$ cat src/rtl/updown_pwm_pair.sv
module updown_pwm_pair #(
  parameter int W = 16
) (
  input  logic         clk,
  input  logic         rst_n,
  input  logic         run,
  input  logic [2:0]   wr_sel,
  input  logic [W-1:0] wr_val,
  input  logic         flag_clr,
  output logic         leg_a,
  output logic         leg_b,
  output logic [2:0]   match,
  output logic         wrap_flag
);
  logic [W-1:0] cnt, cnt_nx, per, cmp_a, cmp_b;
  logic up, up_nx, armed, wrap_hit, wr_live;

  always_comb begin
    cnt_nx = cnt;
    up_nx  = up;
    if (up) begin
      if (cnt >= per) begin
        if (cnt != '0) begin
          up_nx  = 1'b0;
          cnt_nx = cnt - 1'b1;
        end
      end else begin
        cnt_nx = cnt + 1'b1;
      end
    end else begin
      if (cnt == '0) begin
        if (per != '0) begin
          up_nx  = 1'b1;
          cnt_nx = cnt + 1'b1;
        end
      end else begin
        cnt_nx = cnt - 1'b1;
      end
    end
  end

  assign match    = {3{run}} & {cnt == cmp_b, cnt == cmp_a, cnt == per};
  assign wrap_hit = run && (cnt != '0) && (cnt_nx == '0);

  always_ff @(posedge clk or negedge rst_n) begin
    if (!rst_n) begin
      cnt <= '0;
      up  <= 1'b1;
    end else if (run) begin
      cnt <= cnt_nx;
      up  <= up_nx;
    end
  end

  always_ff @(posedge clk or negedge rst_n) begin
    if (!rst_n) begin
      per   <= '0;
      cmp_a <= '0;
      cmp_b <= '0;
    end else begin
      if (wr_sel[0]) per   <= wr_val;
      if (wr_sel[1]) cmp_a <= wr_val;
      if (wr_sel[2]) cmp_b <= wr_val;
    end
  end

  always_ff @(posedge clk or negedge rst_n) begin
    if (!rst_n) begin
      armed <= 1'b0;
      leg_a <= 1'b0;
      leg_b <= 1'b0;
    end else begin
      if (match[0]) begin
        armed <= 1'b1;
        leg_a <= 1'b0;
        leg_b <= 1'b1;
      end else if (armed) begin
        if (match[1]) leg_a <= ~leg_a;
        if (match[2]) leg_b <= ~leg_b;
      end
    end
  end

  always_ff @(posedge clk or negedge rst_n) begin
    if (!rst_n)        wrap_flag <= 1'b0;
    else if (wrap_hit) wrap_flag <= 1'b1;
    else if (flag_clr) wrap_flag <= 1'b0;
  end

  always_ff @(posedge clk or negedge rst_n) begin
    if (!rst_n)                 wr_live <= 1'b0;
    else if (armed && |wr_sel)  wr_live <= 1'b1;
  end

  assert_hold_when_stopped_R10: assert property (@(posedge clk) disable iff (!rst_n)
    !run |=> ($stable(cnt) && $stable(up) && $stable(leg_a) && $stable(leg_b)));

  assert_no_match_when_stopped_R10: assert property (@(posedge clk) disable iff (!rst_n)
    !run |-> (match == 3'b000));

  assert_count_in_range_R1: assert property (@(posedge clk) disable iff (!rst_n)
    (cnt <= per) && (wr_sel == 3'b000) |=> (cnt <= per));

  assert_period_pulse_R9: assert property (@(posedge clk) disable iff (!rst_n)
    match[0] && (per != '0) && !wr_sel[0] |=> !match[0]);

  assert_flag_sets_R7: assert property (@(posedge clk) disable iff (!rst_n)
    wrap_hit |=> wrap_flag);

  assert_flag_clears_R8: assert property (@(posedge clk) disable iff (!rst_n)
    flag_clr && !wrap_hit |=> !wrap_flag);

  assert_flag_sticky_R8: assert property (@(posedge clk) disable iff (!rst_n)
    wrap_flag && !flag_clr |=> wrap_flag);

  assert_no_overlap_R5: assert property (@(posedge clk) disable iff (!rst_n)
    armed && !wr_live && (cmp_a != '0) && (cmp_a < cmp_b) && (cmp_b < per)
      |-> !(leg_a && leg_b));
endmodule

$ cat config.mk
export PLATFORM = sky130hd
export DESIGN_NAME = updown_pwm_pair
export DESIGN_NICKNAME = d
export VERILOG_FILES = /design/src/rtl/updown_pwm_pair.sv
export SDC_FILE = /design/constraint.sdc
export NUM_CORES = 1
export LEC_CHECK = 0
export ABC_CLOCK_PERIOD_IN_PS = 3580
export BUFFER_PORTS_ARGS = -buffer_cell sky130_fd_sc_hd__buf_2
export CAP_MARGIN = 10
export CORE_UTILIZATION = 50
export CTS_BUF_LIST = sky130_fd_sc_hd__clkbuf_4 sky130_fd_sc_hd__clkbuf_8 sky130_fd_sc_hd__clkbuf_16
export CTS_CLUSTER_SIZE = 28
export DETAILED_ROUTE_END_ITERATION = 6
export PLACE_DENSITY = 0.71
export SLEW_MARGIN = 15
export SYNTH_ARGS = -nofsm -noshare
export SYNTH_HDL_FRONTEND = slang
export SYNTH_SLANG_ARGS = --single-unit
$ cat constraint.sdc
create_clock -name clk -period 3.58 [get_ports clk]
set_input_delay 0 -clock clk [delete_from_list [all_inputs] [get_ports clk]]
set_output_delay 0 -clock clk [all_outputs]
set_load 0.1 [all_outputs]
==> impl_results.md <==
* Status: complete, no violations
* Synthesized area per cell at 9.58 µm²
* Detailed Route WL at about 11000 µm
* CP Launch Type: register
* Top post-synthesis cells by count: dfrtp_1 (68), nand2_1 (41), mux2_2 (37)
* Synth warn at 0
* Worst rel slew slack at between 30% and 40%
* Crit Path Category: reg -> reg
* Pwr Density at 626 mW/mm²
* Largest net degree at the start of global routing at between 40 and 50
* CTS max path bufs at 2
* CP endpoint kind: register
* Period minus WS final at around 3.5 ns
* Router iterations before antenna repair at 5
* # IOs at 29
* Largest family of logic cells by synthesized area: simple AND/OR/NAND/NOR gates
* GPL Wtd Cong at around 0.9
* Yosys top cell by area: dfrtp_1
* Rows at 33
* DR iter-0 viols at 296
* Initial antenna violation count at 0
* Synth Area in Compound Gates at roughly an eighth
* Post-detailed-route count of antenna-violating nets at 0
* CTS tree: built
* Area growth from synthesis to final layout at 20.3%
* Core Region at 0.00818 mm²
* Tot GR Track Use at between 20% and 30%
* Levels on crit path at 11
* Number of remaining DRC errors at 0
* Max-slew violations at 0
* Hold Path Class: in -> reg
* Worst hold slack at 0.0989 ns
* Worst-margin pin slew at roughly 1 ns
* Final worst-path cycle share at just under 100%
* Total CTS buffers at 9
* Synth Area in Adders at around 5.7%
* Die width at about 94 µm
* Worst path cell trace: inv_1 > ha_1 > nand4_4 > nor4_4 > a32oi_2 > and3b_2 > mux2_4 > a211o_1 > or4_1 > or4_4 > o31ai_4
* Maximum vdd drop at between 0.3 and 0.4 mV
* First-pass GRT wire length at 18100 µm
* Max_cap viols at 0
* Clock input transition at the sequential cells of the worst setup and hold paths at 0.08 ns
* Xor/xnor share of the synthesized area at 7.93%
* Worst setup path end: wrap_flag
* Grt ovf at 0
* Top-count cell post-synth: dfrtp_1
* Final nets at about 540
* Die area at 0.00876 mm²
* Synth top area cells: dfrtp_1 (41%), mux2_2 (9.9%), ha_1 (5.7%)
* Unique cell type count in the Yosys netlist at 56
* CP bufs+invs at 1
* Net count after synthesis at 480
* Die height at around 94 µm
* Vias in the first global route at between 3k and 4k
* Max Clk Rate at approximately 0.29 GHz
* Simple-gate share of the synthesized area at around 17%
* Synthesized flop and latch total at 69
* Register-to-Register Path Depth at 11
* Setup violators final at 0
* Worst skew pair latency at 0.35 ns
* Initial Utilization at 51.3%
* Lkg Pwr at around 2.3 nW
* Dpl hpwl at about 8000 µm
* # clock sinks at about 70
* # H-tree levels at 3
* Drt wl/cell at approximately 19 µm
* Layout cells sized above 1 at between 20% and 30%
* CP peak stage delay at ~0.52 ns
* Register area share after synthesis at roughly 41%
* FF-to-FF setup slack at 0.10 ns
* Share of the synthesized area in the top cell type at approximately 41%
* CP delay by family, top: simple AND/OR/NAND/NOR gates
* RR Startpoint: per[13]
* Mapped Cells at approximately 440
* Core Util, Final at between 60% and 70%
* FF-to-FF End: wrap_flag
* CP Launch Point: per[13]
* Fraction of registers with async set/reset at 100%
* Routed vias/inst at about 5.9
* WP data arrival at approximately 3.7 ns
* Critical-path top delay cell: or4_1
* Post-synthesis mux area share at a little over a tenth
* Tot Pwr at between 3 and 4 mW
* Primary FF master, synth: dfrtp_1
* Antenna diodes at 0
* Worst path required time at around 3.8 ns
* Worst clock skew at roughly 0.0085 ns
* Root Buffer: clkbuf_8
* Via Count at about 3.6k
* Cell Area, Synth at ~0.0042 mm²
* Max FO, Critical Path at 3
* Total negative slack at 0 ns
* Hold Fails Final Rpt at 0
* I/O Buffers at 28
* Post-synth EDFFs at 0
## placed cells by master (no fill, tap or decap), types with 18 or more instances in the layout
master,count
dfrtp_1,68
o21ai_0,27
dlygate4sd3_1,18
nand2_1,41
inv_1,20
nor2_1,21
buf_2,28
buf_4,27
xor2_1,27
mux2_2,37
## logic make-up after synthesis
family | Yosys count
muxes | 39
AOI/OAI and AO/OA | 81
DFF | 69
buffers and inverters | 50
and+or+nand+nor | 142
xor gates and xnor gates | 38
adders and majority gates | 19
## worst min path at each step
stage,cells past startpoint,start,endpoint
after floorplan,0,rst_n,armed
after global placement,1,rst_n,cnt[6]
after detailed placement,1,rst_n,cnt[6]
after CTS,3,run,cnt[4]
after global routing,3,run,cnt[3]
final,3,run,cnt[4]
## tightest hold or removal path, cell delays in order
cell     delay, ns
buf_2         0.23
nor2_1        0.13
a21oi_1       0.05
## registers in the layout (all words and copies together) (netlist names)
signal and cells:
cmp_a 16, cmp_b 16, cnt 16, per 16, armed 1, leg_a 1
leg_b 1, up 1, wrap_flag 1
## layout make-up
cell class / instances / area [µm²]
fill: 670 / 3130
multi-input combinational: 319 / 2370
sequential: 69 / 1730
tap: 105 / 131
inverter: 21 / 78.8
clock buffer: 9 / 124
timing repair buffer: 73 / 523
clock inverter: 7 / 96.3
## metal layers
metal / wire length [µm] / up-vias / global-route usage (%) / part of all wire [%]
met1: 4990 / 1744 / 37.0 / 45
met2: 5240 / 137 / 45.2 / 47
li1: - / 1672 / - / -
met5: 0 / - / 0 / 0
met4: 350 / 0 / 12.4 / 3.1
met3: 613 / 28 / 3.41 / 5.5
## per-stage QoR
stage / setup WS, ns / instances / area, µm²
2_1_floorplan: 0.0616 / 438 / 4220
3_3_place_gp: 0.115 / 566 / 4530
3_5_place_dp: 0.0201 / 566 / 4530
4_1_cts: 0.00403 / 600 / 4930
5_1_grt: -0.0427 / 603 / 5050
6_report: 0.100 / 603 / 5050
## power breakdown
part	internal [mW]	switching (mW)	total, mW
Sequential	0.905	0.0931	0.998
Clock	0.396	0.318	0.714
Combinational	0.605	0.840	1.45
Total	1.91	1.25	3.16
## repair_timing
action,in CTS,in global routing
resized for setup,1,13
endpoints found under the setup margin,1,1
endpoints found under the hold margin,91,0
hold buffers,18,0
setup buffers,0,3
pin swaps,0,6
Power figures use the tool's default switching activity.
